<file path="src/rtl/pm_cap_pkg.sv">
package pm_cap_pkg;
   typedef enum logic [1:0] {
      PWR_D0    = 2'b00,
      PWR_D3HOT = 2'b11
   } pwr_state_e;

   typedef enum logic [1:0] {
      LD_CAPS  = 2'd0,
      LD_PDATA = 2'd1,
      LD_SCALE = 2'd2,
      LD_PMEEN = 2'd3
   } ld_target_e;

   localparam logic [7:0] PM_CAP_ID = 8'h01;
   localparam int         CSR_W     = 16;
   localparam int         DSEL_W    = 4;
endpackage

</file>
<file path="src/rtl/pm_state_ctl.sv">
module pm_state_ctl
   import pm_cap_pkg::*;
#(
   parameter int SOFT_RST_CYC = 4
) (
   input  logic                     clk,
   input  logic                     rst_n,
   input  logic                     csr_wr,
   input  logic [CSR_W-1:0]         csr_wdata,
   input  logic                     ld_pme_en_wr,
   input  logic                     ld_pme_en_val,
   input  logic                     wake_req,
   output pwr_state_e               pwr_st,
   output logic                     pme_en,
   output logic                     pme_sts,
   output logic [DSEL_W-1:0]        data_sel,
   output logic                     st_irq,
   output logic                     soft_rst,
   output logic                     lreset_n
);
   localparam int CNT_W = $clog2(SOFT_RST_CYC + 1);

   if (SOFT_RST_CYC < 1) begin : g_bad_rst
      $error("SOFT_RST_CYC must be at least 1");
   end

   logic [CNT_W-1:0] rst_cnt_q;
   logic [1:0]       req_st;
   logic             req_legal;

   assign req_st    = csr_wdata[1:0];
   assign req_legal = (req_st == PWR_D0) || (req_st == PWR_D3HOT);

   always_ff @(posedge clk or negedge rst_n) begin
      if (!rst_n) begin
         pwr_st    <= PWR_D0;
         pme_en    <= 1'b0;
         pme_sts   <= 1'b0;
         data_sel  <= '0;
         st_irq    <= 1'b0;
         soft_rst  <= 1'b0;
         rst_cnt_q <= '0;
      end else begin
         st_irq   <= 1'b0;
         soft_rst <= 1'b0;
         if (rst_cnt_q != '0) rst_cnt_q <= rst_cnt_q - 1'b1;
         if (csr_wr) begin
            data_sel <= csr_wdata[12:9];
            if (req_legal && (req_st != pwr_st)) begin
               pwr_st <= pwr_state_e'(req_st);
               st_irq <= 1'b1;
               if (pwr_st == PWR_D3HOT) begin
                  soft_rst  <= 1'b1;
                  rst_cnt_q <= CNT_W'(SOFT_RST_CYC);
               end
            end
         end
         if (csr_wr)            pme_en <= csr_wdata[8];
         else if (ld_pme_en_wr) pme_en <= ld_pme_en_val;
         if (wake_req)                       pme_sts <= 1'b1;
         else if (csr_wr && csr_wdata[15])   pme_sts <= 1'b0;
      end
   end

   assign lreset_n = rst_n && (rst_cnt_q == '0);
endmodule

</file>
<file path="src/rtl/pm_preset_regs.sv">
module pm_preset_regs
   import pm_cap_pkg::*;
#(
   parameter int         NUM_PDATA = 4,
   parameter int         NUM_SCALE = 8,
   parameter logic [2:0] VER_DFLT  = 3'b001
) (
   input  logic                   clk,
   input  logic                   rst_n,
   input  logic                   clear,
   input  logic                   ld_valid,
   input  ld_target_e             ld_sel,
   input  logic [31:0]            ld_data,
   output logic [4:0]             pme_sup,
   output logic [2:0]             version,
   output logic [8*NUM_PDATA-1:0] pdata,
   output logic [2*NUM_SCALE-1:0] scale
);
   if (NUM_PDATA < 1 || NUM_PDATA > 4) begin : g_bad_pd
      $error("NUM_PDATA must be 1..4");
   end
   if (NUM_SCALE < 1 || NUM_SCALE > 8) begin : g_bad_sc
      $error("NUM_SCALE must be 1..8");
   end

   always_ff @(posedge clk or negedge rst_n) begin
      if (!rst_n) begin
         pme_sup <= '0;
         version <= VER_DFLT;
         pdata   <= '0;
         scale   <= '0;
      end else if (clear) begin
         pme_sup <= '0;
         version <= VER_DFLT;
         pdata   <= '0;
         scale   <= '0;
      end else if (ld_valid) begin
         case (ld_sel)
            LD_CAPS: begin
               pme_sup <= ld_data[15:11];
               version <= ld_data[2:0];
            end
            LD_PDATA: pdata <= ld_data[8*NUM_PDATA-1:0];
            LD_SCALE: scale <= ld_data[2*NUM_SCALE-1:0];
            default:  ;
         endcase
      end
   end
endmodule

</file>
<file path="src/rtl/pm_cfg_read.sv">
module pm_cfg_read
   import pm_cap_pkg::*;
#(
   parameter int         NUM_PDATA = 4,
   parameter int         NUM_SCALE = 8,
   parameter logic [7:0] NEXT_PTR  = 8'h48
) (
   input  logic [1:0]             cfg_sel,
   input  pwr_state_e             pwr_st,
   input  logic                   pme_en,
   input  logic                   pme_sts,
   input  logic [DSEL_W-1:0]      data_sel,
   input  logic [4:0]             pme_sup,
   input  logic [2:0]             version,
   input  logic [8*NUM_PDATA-1:0] pdata,
   input  logic [2*NUM_SCALE-1:0] scale,
   output logic [31:0]            cfg_rdata
);
   logic [7:0]         byte_hit [NUM_PDATA];
   logic [1:0]         scl_hit  [NUM_SCALE];
   logic [7:0]         pbyte;
   logic [1:0]         pscale;
   logic [CSR_W-1:0]   csr_word;
   logic [15:0]        caps_word;

   for (genvar i = 0; i < NUM_PDATA; i++) begin : g_pd
      assign byte_hit[i] = (data_sel == DSEL_W'(i)) ? pdata[8*i +: 8] : 8'h00;
   end
   for (genvar j = 0; j < NUM_SCALE; j++) begin : g_sc
      assign scl_hit[j] = (data_sel == DSEL_W'(j)) ? scale[2*j +: 2] : 2'b00;
   end

   always_comb begin
      pbyte  = 8'h00;
      pscale = 2'b00;
      for (int i = 0; i < NUM_PDATA; i++) pbyte  = pbyte  | byte_hit[i];
      for (int j = 0; j < NUM_SCALE; j++) pscale = pscale | scl_hit[j];
   end

   assign csr_word  = {pme_sts, pscale, data_sel, pme_en, 6'b0, pwr_st};
   assign caps_word = {pme_sup, 8'h00, version};

   always_comb begin
      case (cfg_sel)
         2'd0:    cfg_rdata = {caps_word, NEXT_PTR, PM_CAP_ID};
         2'd1:    cfg_rdata = {pbyte, 8'h00, csr_word};
         default: cfg_rdata = 32'h0;
      endcase
   end
endmodule

</file>
<file path="src/rtl/pwrmgmt_cap.sv">
module pwrmgmt_cap
   import pm_cap_pkg::*;
#(
   parameter int         NUM_PDATA    = 4,
   parameter int         NUM_SCALE    = 8,
   parameter int         SOFT_RST_CYC = 4,
   parameter logic [7:0] NEXT_PTR     = 8'h48,
   parameter logic [7:0] CAP_PTR_VAL  = 8'h40,
   parameter logic [2:0] VER_DFLT     = 3'b001
) (
   input  logic        clk,
   input  logic        rst_n,
   input  logic        cfg_wr,
   input  logic [1:0]  cfg_sel,
   input  logic [31:0] cfg_wdata,
   output logic [31:0] cfg_rdata,
   input  logic        ld_valid,
   input  logic [1:0]  ld_sel,
   input  logic [31:0] ld_data,
   input  logic        wake_req,
   output logic        lpm_int_n,
   output logic        lreset_n,
   output logic        reload_req,
   output logic        pme_n,
   input  logic        cmd_mem_en,
   input  logic        cmd_io_en,
   input  logic        int_req,
   output logic        mem_en,
   output logic        io_en,
   output logic        int_out,
   output logic [7:0]  cap_ptr
);
   pwr_state_e               pwr_st;
   logic                     pme_en, pme_sts, st_irq, soft_rst, csr_wr, in_d3;
   logic [DSEL_W-1:0]        data_sel;
   logic [4:0]               pme_sup;
   logic [2:0]               version;
   logic [8*NUM_PDATA-1:0]   pdata;
   logic [2*NUM_SCALE-1:0]   scale;
   ld_target_e               ld_tgt;

   assign csr_wr = cfg_wr && (cfg_sel == 2'd1);
   assign ld_tgt = ld_target_e'(ld_sel);

   pm_state_ctl #(.SOFT_RST_CYC(SOFT_RST_CYC)) u_state (
      .clk(clk), .rst_n(rst_n), .csr_wr(csr_wr), .csr_wdata(cfg_wdata[CSR_W-1:0]),
      .ld_pme_en_wr(ld_valid && (ld_tgt == LD_PMEEN)), .ld_pme_en_val(ld_data[8]),
      .wake_req(wake_req), .pwr_st(pwr_st), .pme_en(pme_en), .pme_sts(pme_sts),
      .data_sel(data_sel), .st_irq(st_irq), .soft_rst(soft_rst), .lreset_n(lreset_n)
   );

   pm_preset_regs #(.NUM_PDATA(NUM_PDATA), .NUM_SCALE(NUM_SCALE), .VER_DFLT(VER_DFLT)) u_preset (
      .clk(clk), .rst_n(rst_n), .clear(soft_rst), .ld_valid(ld_valid), .ld_sel(ld_tgt),
      .ld_data(ld_data), .pme_sup(pme_sup), .version(version), .pdata(pdata), .scale(scale)
   );

   pm_cfg_read #(.NUM_PDATA(NUM_PDATA), .NUM_SCALE(NUM_SCALE), .NEXT_PTR(NEXT_PTR)) u_read (
      .cfg_sel(cfg_sel), .pwr_st(pwr_st), .pme_en(pme_en), .pme_sts(pme_sts),
      .data_sel(data_sel), .pme_sup(pme_sup), .version(version), .pdata(pdata),
      .scale(scale), .cfg_rdata(cfg_rdata)
   );

   assign in_d3      = (pwr_st == PWR_D3HOT);
   assign mem_en     = cmd_mem_en && !in_d3;
   assign io_en      = cmd_io_en  && !in_d3;
   assign int_out    = int_req    && !in_d3;
   assign lpm_int_n  = !st_irq;
   assign reload_req = soft_rst;
   assign pme_n      = !(pme_sts && pme_en);
   assign cap_ptr    = CAP_PTR_VAL;
endmodule

</file>
<file path="config.mk">
export PLATFORM = sky130hd
export DESIGN_NAME = pwrmgmt_cap
export DESIGN_NICKNAME = d
export VERILOG_FILES = /design/src/rtl/pm_cap_pkg.sv /design/src/rtl/pm_state_ctl.sv /design/src/rtl/pm_preset_regs.sv /design/src/rtl/pm_cfg_read.sv /design/src/rtl/pwrmgmt_cap.sv
export SDC_FILE = /design/constraint.sdc
export NUM_CORES = 1
export LEC_CHECK = 0
export ABC_AREA = 1
export BUFFER_PORTS_ARGS = -buffer_cell sky130_fd_sc_hd__buf_2
export CAP_MARGIN = 10
export CORE_MARGIN = 4
export CORE_UTILIZATION = 45
export DETAILED_ROUTE_END_ITERATION = 12
export GPL_ROUTABILITY_DRIVEN = 0
export GPL_TIMING_DRIVEN = 0
export PLACE_DENSITY = 0.7
export SYNTH_ARGS = -nofsm -noshare
export SYNTH_HDL_FRONTEND = slang
export SYNTH_HIERARCHICAL = 1
export SYNTH_SLANG_ARGS = --single-unit
</file>
<file path="constraint.sdc">
create_clock -name clk -period 2.2 [get_ports clk]
set_input_delay 0.33 -clock clk [delete_from_list [all_inputs] [get_ports clk]]
set_output_delay 0.33 -clock clk [all_outputs]
set_load 0.03 [all_outputs]
</file>
==> flow_metrics.tcl, run 1 <==
set metrics [dict create \
    htreeDepth 3 \
    fin_setup_tns_ns 0 \
    multi_input_comb_area_um2 1727 \
    post-route-worst-setup-slack_ns 0.07249 \
    power_density_nw_per_um2 840.1 \
    share_comb_of_total_power_pct 26.9 \
    grt_max_degree 71 \
    whs_ns 0.09128 \
    ys_seq_area_share_pct 44.56 \
    synthDominantCellAreaShare_pct 43.89 \
    final_max_slew_viol_count 0 \
    vias 3854 \
    share_of_total_power_in_the_clock_network_pct 31.7 \
    dpl.hpwl_mm 7.973 \
    synth.cell_area_um2 3877 \
    yosys.cell_types.count 26 \
    avgViaCountPerCell 5.132 \
    setup-violations-final 0 \
    clock_skew_ns 0.01006 \
    internal_power_mw 2.663 \
    final_layout_size_suffix_gt1_share_pct 25.70 \
    timing.critical_path.buf_inv 3 \
    floorplan.io_pins 123 \
    die_h_um 100.8 \
    worst_pin_slew_ns 0.9058 \
    wl_per_cell_um 14.62 \
    path_cells "inv_1, nor2_4, buf_4, nand3_1, nand2_1, nor2_1, a21oi_1, buf_2" \
    area_delta_synth_final_pct 24.10 \
    cts_tree "yes" \
    x_dimension_of_the_die_um 100.8 \
    clock_root_buffer "clkbuf_8" \
    first_pass_grt_wire_length_mm 17.75 \
    slew_headroom_pct 39.61 \
    report.final.hold_viol_count 0 \
    cp-end-kind "output pin" \
    setup.worst_path.class "reg2out" \
    grt_antenna_before_repair 0 \
    starting_drt_drc_count 263 \
    grt_pass1_vias 3658 \
    quantity_of_hold_fixing_buffers_added_after_cts 0 \
    floorplan.die_area_um2 10170 \
    initial_core_util_pct 46.72 \
    synth_top_area_cell "dfrtp_1" \
    core_area_um2 8299 \
    hold_path.class "in2async" \
    achievable-frequency_mhz 470.0 \
    post_synth_inst_count 531 \
    share_seq_of_total_power_pct 41.4 \
    layout.filler_cells 791 \
    placement.setup.worst_slack_ns 0.3277 \
    critPathLaunchType "flip-flop" \
    min_period_over_period_pct 96.71 \
    minimum_clock_period_after_layout_ns 2.128 \
    placementRows 33 \
    cts_made_buffers 9 \
    outcome "completed" \
    antenna_nets_post_route 0 \
    port_buffer_cells 79 \
    cpMaxStageDelayCell "dfrtp_2" \
    antenna_cells_inserted 0 \
    sw_frac_of_total_pct 34.12 \
    routed_wl_mm 10.98 \
    worstPathMaxFanout 5 \
    synth-warning-count 6 \
    max_cap_violations 0 \
    final-seq-area_um2 1733 \
    total_number_of_clock_tree_sinks 69 \
    ctsLongestPathBuffers 2 \
    synth.area.top_cells "dfrtp_1 44%, nand3_1 17%, nand2_1 14%" \
    critical-path-top-delay-family "buffers and inverters" \
    crit_path_max_incr_delay_ns 0.45 \
    leakage_nw 2.766 \
    grt_overflow 0 \
    switching_power_mw 1.379 \
    drc 0 \
    clock_insertion_delay_worst_skew_ns 0.35 \
    cp.required_ns 1.87 \
    irDropWorstVdd_v 0.0004776 \
    final_nets 719 \
    postSynthAreaPerCell_um2 7.302 \
    grt.total_usage_pct 22.44 \
    path_clk_slew_ns 0.08 \
    drt_pre_antenna_iters 5 \
    synth.ff_latch_count 69 \
    cp_data_arrival_time_ns 1.80 \
]
## registers in the layout, indices dropped and copies added, names as in the netlist
register / cells
u_preset/scale: 16
u_preset/pdata: 32
u_state/data_sel: 4
u_state/pme_sts: 1
u_state/st_irq: 1
u_state/rst_cnt_q: 3
u_preset/pme_sup: 5
u_state/pwr_st: 2
u_preset/version: 3
u_state/pme_en: 1
u_state/soft_rst: 1
## cells in the mapped netlist, drive strengths merged
library cell,n
a21oi,8
o21ai,5
conb,3
nor3,1
buf,45
inv,55
clkbuf,2
xor2,2
ha,2
nand3,134
nand3b,1
nand2,147
a21o,1
nand4,6
dfstp,1
dfrtp,68
nor2,50
## worst reg2reg max path, delay by kind of cell, from the launching register on
kind | cells | cell delay [ns]
buf+inv | 4 | 0.71
flops | 1 | 0.39
simple gates | 2 | 0.20
## path summary, 6_finish.rpt
path                                                 startpoint                         endpoint  slack, ns  cells after the start
worst max-delay path            u_state/data_sel[1]$_DFFE_PN0P_                    cfg_rdata[13]       0.07                      8
worst min-delay path                                      rst_n   u_preset/pdata[29]$_DFFE_PN0P_       0.09                      1
worst max register to register       u_state/soft_rst$_DFF_PN0_    u_preset/scale[1]$_DFFE_PN0P_       0.84                      6
worst min register to register  u_preset/pme_sup[3]$_DFFE_PN0P_  u_preset/pme_sup[3]$_DFFE_PN0P_       0.50                      2
max in group asynchronous                                 rst_n  u_state/data_sel[0]$_DFFE_PN0P_       1.44                      1
min in group clk                                       wake_req      u_state/pme_sts$_DFFE_PN0P_       0.17                      2
## power groups by stage
stage / clock network [mW] / registers, mW / logic (mW)
final: 1.28 / 1.67 / 1.09
after global routing: 1.37 / 1.70 / 1.21
after CTS: 1.31 / 1.66 / 1.05
after floorplan: 0 / 1.63 / 0.760
after global placement: 0 / 1.68 / 0.997
after detailed placement: 0 / 1.68 / 1.03
## through the flow
step / instance area [um2] / utilization (%) / total power [mW] / cells
CTS: 4750 / 57.23 / 4.019 / 749
finish: 4812 / 57.98 / 4.043 / 751
detailed placement: 4467 / 53.82 / 2.711 / 731
global route: 4812 / 57.98 / 4.278 / 751
floorplan: 3938 / - / 2.393 / 547
global placement: 4464 / 53.79 / 2.676 / 731
## metal layers
layer	track usage (%)	share of wire, %	wire [um]	up-vias
met5	0	0	0	-
met4	9.016	2.6	287	0
met1	32.64	44	4852	1778
met3	4.221	8.5	930	27
li1	-	-	-	1866
met2	32.91	45	4905	183
## what timing repair did
action | in CTS | in global routing
buffers inserted | 2 | 1
setup endpoints to repair | 6 | 10
gates cloned | 0 | 1
resized for setup | 4 | 19
pin swaps | 1 | 2
## cell usage in the layout (no fill, tap or decap), types with 3 or more instances in the layout
master     netlist  final
nand3_1        133    133
nor2_4           2      6
nand4_1          6      6
a21oi_1          8      8
dfrtp_2          0      4
dfrtp_1         68     64
conb_1           3     19
buf_6            1      4
nand2_2          3      4
nand2_1        144    143
clkbuf_4         0      4
buf_2           18     91
o21ai_1          3      3
bufinv_16        0      3
inv_1           53     53
nor2_1          45     42
buf_4           26     28
clkbuf_8         0      9
## kinds of logic (layout without fill, tap and decap cells)
kind of cell	Yosys count	count (layout)	synth area share [%]
DFF	69	69	44.56
buffers and inverters	102	201	13.23
AOI/OAI and AO/OA	14	14	1.872
and+or+nand+nor	339	339	38.95
xor gates and xnor gates	2	2	0.4518
adders and majority gates	2	2	0.6453
other	3	19	0.2904
## cell type report
type,instances,area share (%)
clock buffer,9,2.574
multi-input combinational,376,35.88
buffer,47,6.656
clock inverter,7,2.496
tap,105,2.730
sequential,69,36.01
timing repair buffer,83,9.308
inverter,55,4.342
Note: power is estimated with default switching activity, not from simulation.
==> run 2, diff against run 1 <==
PLACE_DENSITY = 0.72   (was 0.7)
clock period = 2.05 ns   (was 2.2 ns; I/O delays follow)
==> run 2 against run 1 <==
The flow now finishes with violations (setup timing). Setup slack lost 0.11 ns. Register-to-register slack lost 0.20 ns. Via count grew 2.2%. First-iteration DRC count grew 13%. Final area grew 4.3%. Die area is the same. Clock skew shrank 0.0017 ns. Critical path depth is the same. Total power grew 9.0%. Critical endpoint is now cfg_rdata[30]. Highest routed layer unchanged.
==> flow_metrics.tcl, run 2 (synthesis gave the netlist of run 1 again) <==
set metrics [dict create \
    reg.largest.list "u_preset/pdata: 32 flops, u_preset/scale: 16 flops, u_preset/pme_sup: 5 flops" \
    crit_path_max_incr_delay_ns 0.46 \
    share_of_total_power_in_the_clock_network_pct 29.3 \
    final_core_util_pct 60.50 \
    cpMaxStageDelayCell "dfrtp_2" \
    drt_pre_antenna_iters 5 \
    share_comb_of_total_power_pct 29.8 \
    timing.rr.start "u_state/soft_rst$_DFF_PN0_" \
    post-route-worst-setup-slack_ns -0.03631 \
    switching_power_mw 1.509 \
    grt_overflow 0 \
    wl_met1_mm 4.690 \
    largest_register_ffs 32 \
    initial_core_util_pct 46.72 \
    antenna_nets_post_route 0 \
    vias 3939 \
    met3RoutedLength_mm 1.031 \
    x_dimension_of_the_die_um 100.8 \
    antenna_cells_inserted 0 \
    outcome "finished with violations" \
    critical-path-top-delay-family "simple AND/OR/NAND/NOR gates" \
    cp-end-kind "output pin" \
    hold_path.class "in2async" \
    cp_data_arrival_time_ns 1.78 \
    timing.rr.end "u_preset/scale[2]$_DFFE_PN0P_" \
    timing.reg2reg.setup_slack_ns 0.64 \
    drc 0 \
    violations "setup timing" \
    grt_setup_unrepaired "yes" \
    minimum_clock_period_after_layout_ns 2.086 \
    htreeDepth 3 \
    clock_skew_ns 0.008394 \
    core_area_um2 8299 \
    placementRows 33 \
    cts_made_buffers 9 \
    max_cap_violations 0 \
    floorplan.die_area_um2 10170 \
    first_pass_grt_wire_length_mm 17.18 \
    final_nets 728 \
    ctsLongestPathBuffers 2 \
    power_density_nw_per_um2 877.7 \
    routed_wl_mm 11.09 \
    critPathLaunchType "flip-flop" \
    register_with_the_most_flip_flops "u_preset/pdata" \
    slew_headroom_pct 41.58 \
    dr.max_layer_used "met4" \
    grt.total_usage_pct 21.54 \
    wl_per_cell_um 14.59 \
    report.final.hold_viol_count 0 \
    final_max_slew_viol_count 0 \
    path_cells "nor2_4, buf_12, buf_8, nand3_1, nand4_1, nand2_1, nand2_2, buf_6" \
    starting_drt_drc_count 296 \
    cp.required_ns 1.74 \
    most_common_library_cell_in_the_layout_ignoring_fill_and_taps "nand2_1" \
    internal_power_mw 2.898 \
    path_clk_slew_ns 0.08 \
    grt_antenna_before_repair 0 \
    sw_frac_of_total_pct 34.23 \
    area_delta_synth_final_pct 29.49 \
    share_seq_of_total_power_pct 40.9 \
    floorplan.io_pins 123 \
    quantity_of_hold_fixing_buffers_added_after_cts 0 \
    finalPower_mw 4.407 \
    final_layout_size_suffix_gt1_share_pct 29.47 \
    avgViaCountPerCell 5.183 \
    irDropWorstVdd_v 0.0005017 \
    timing.critical_path.buf_inv 3 \
    setup.worst_path.class "reg2out" \
    layout_common_cells "142 x nand2_1, 121 x nand3_1, 84 x buf_2" \
    port_buffer_cells 79 \
    clock_root_buffer "clkbuf_8" \
    die_h_um 100.8 \
    whs_ns 0.06710 \
    grt_max_degree 71 \
    clock_insertion_delay_worst_skew_ns 0.35 \
    worstPathMaxFanout 7 \
    r2r.worst_path.cells 6 \
    total_number_of_clock_tree_sinks 69 \
    cts_tree "yes" \
    grt_pass1_vias 3648 \
    worst_pin_slew_ns 0.8763 \
    achievable-frequency_mhz 479.3 \
    detailroute.wirelength.met2_mm 5.050 \
    leakage_nw 2.829 \
    layout.filler_cells 730 \
    setup-violations-final 1 \
    crit_path_start "u_state/data_sel[3]$_DFFE_PN0P_" \
    dpl.hpwl_mm 7.770 \
    min_period_over_period_pct 101.8 \
]
==> run 2: cell count changes in the layout (fill, tap and decap cells not counted), moves of 2 or more <==
cell / before / now
buf_2: 91 / 84
buf_4: 28 / 34
buf_6: 4 / 13
buf_8: 0 / 3
clkbuf_4: 4 / 1
clkbuf_8: 9 / 11
inv_1: 53 / 49
inv_2: 1 / 5
nand3_1: 133 / 121
nand3_2: 1 / 13
==> run 2: cell type report <==
| cell class | instances | area, um2 | area share (%) |
|---|---|---|---|
| buffer | 47 | 339.1 | 6.753 |
| clock buffer | 11 | 151.4 | 3.015 |
| clock inverter | 5 | 81.33 | 1.620 |
| inverter | 55 | 209.0 | 4.161 |
| multi-input combinational | 376 | 1793 | 35.71 |
| sequential | 69 | 1733 | 34.51 |
| tap | 105 | 131.4 | 2.616 |
| timing repair buffer | 92 | 583.1 | 11.61 |
==> run 2: through the flow <==
step / instance area [um2] / TNS [ns] / std cells / setup WS, ns
final: 5021 / -0.03631 / 760 / -0.03631
after global placement: 4464 / -0.2189 / 731 / -0.2189
after detailed placement: 4467 / 0 / 731 / 0.1901
after CTS: 4798 / -0.01387 / 749 / -0.01387
after global routing: 5021 / -0.5481 / 760 / -0.09638
after floorplan: 3938 / 0 / 547 / 0.2747
==> run 2: metal layers <==
metal	GRT usage, %	vias to the layer above
met4	7.461	0
met2	33.37	199
met3	5.121	25
li1	-	1887
met5	0	-
met1	29.59	1828
==> run 2: power by group through the flow <==
stage | registers (mW) | logic, mW | clock network, mW
finish | 1.80 | 1.32 | 1.29
CTS | 1.79 | 1.16 | 1.30
global placement | 1.80 | 1.07 | 0
global route | 1.83 | 1.44 | 1.37
floorplan | 1.75 | 0.816 | 0
detailed placement | 1.80 | 1.11 | 0
==> run 2: how the worst max path moves through the flow <==
| stage | endpoint | slack, ns | cells after the start |
|---|---|---|---|
| 6_report | cfg_rdata[30] | -0.04 | 8 |
| 5_1_grt | cfg_rdata[14] | -0.1 | 10 |
| 4_1_cts | cfg_rdata[30] | -0.01 | 7 |
| 3_5_place_dp | cfg_rdata[13] | 0.19 | 7 |
| 3_3_place_gp | lreset_n | -0.22 | 4 |
| 2_1_floorplan | cfg_rdata[13] | 0.27 | 6 |
==> run 2: what timing repair did <==
| action | 4_1_cts | 5_1_grt |
|---|---|---|
| buffers inserted | 2 | 6 |
| setup endpoints to repair | 10 | 10 |
| gates resized for setup | 24 | 45 |
| gates cloned | 0 | 5 |
| pin swaps | 1 | 20 |
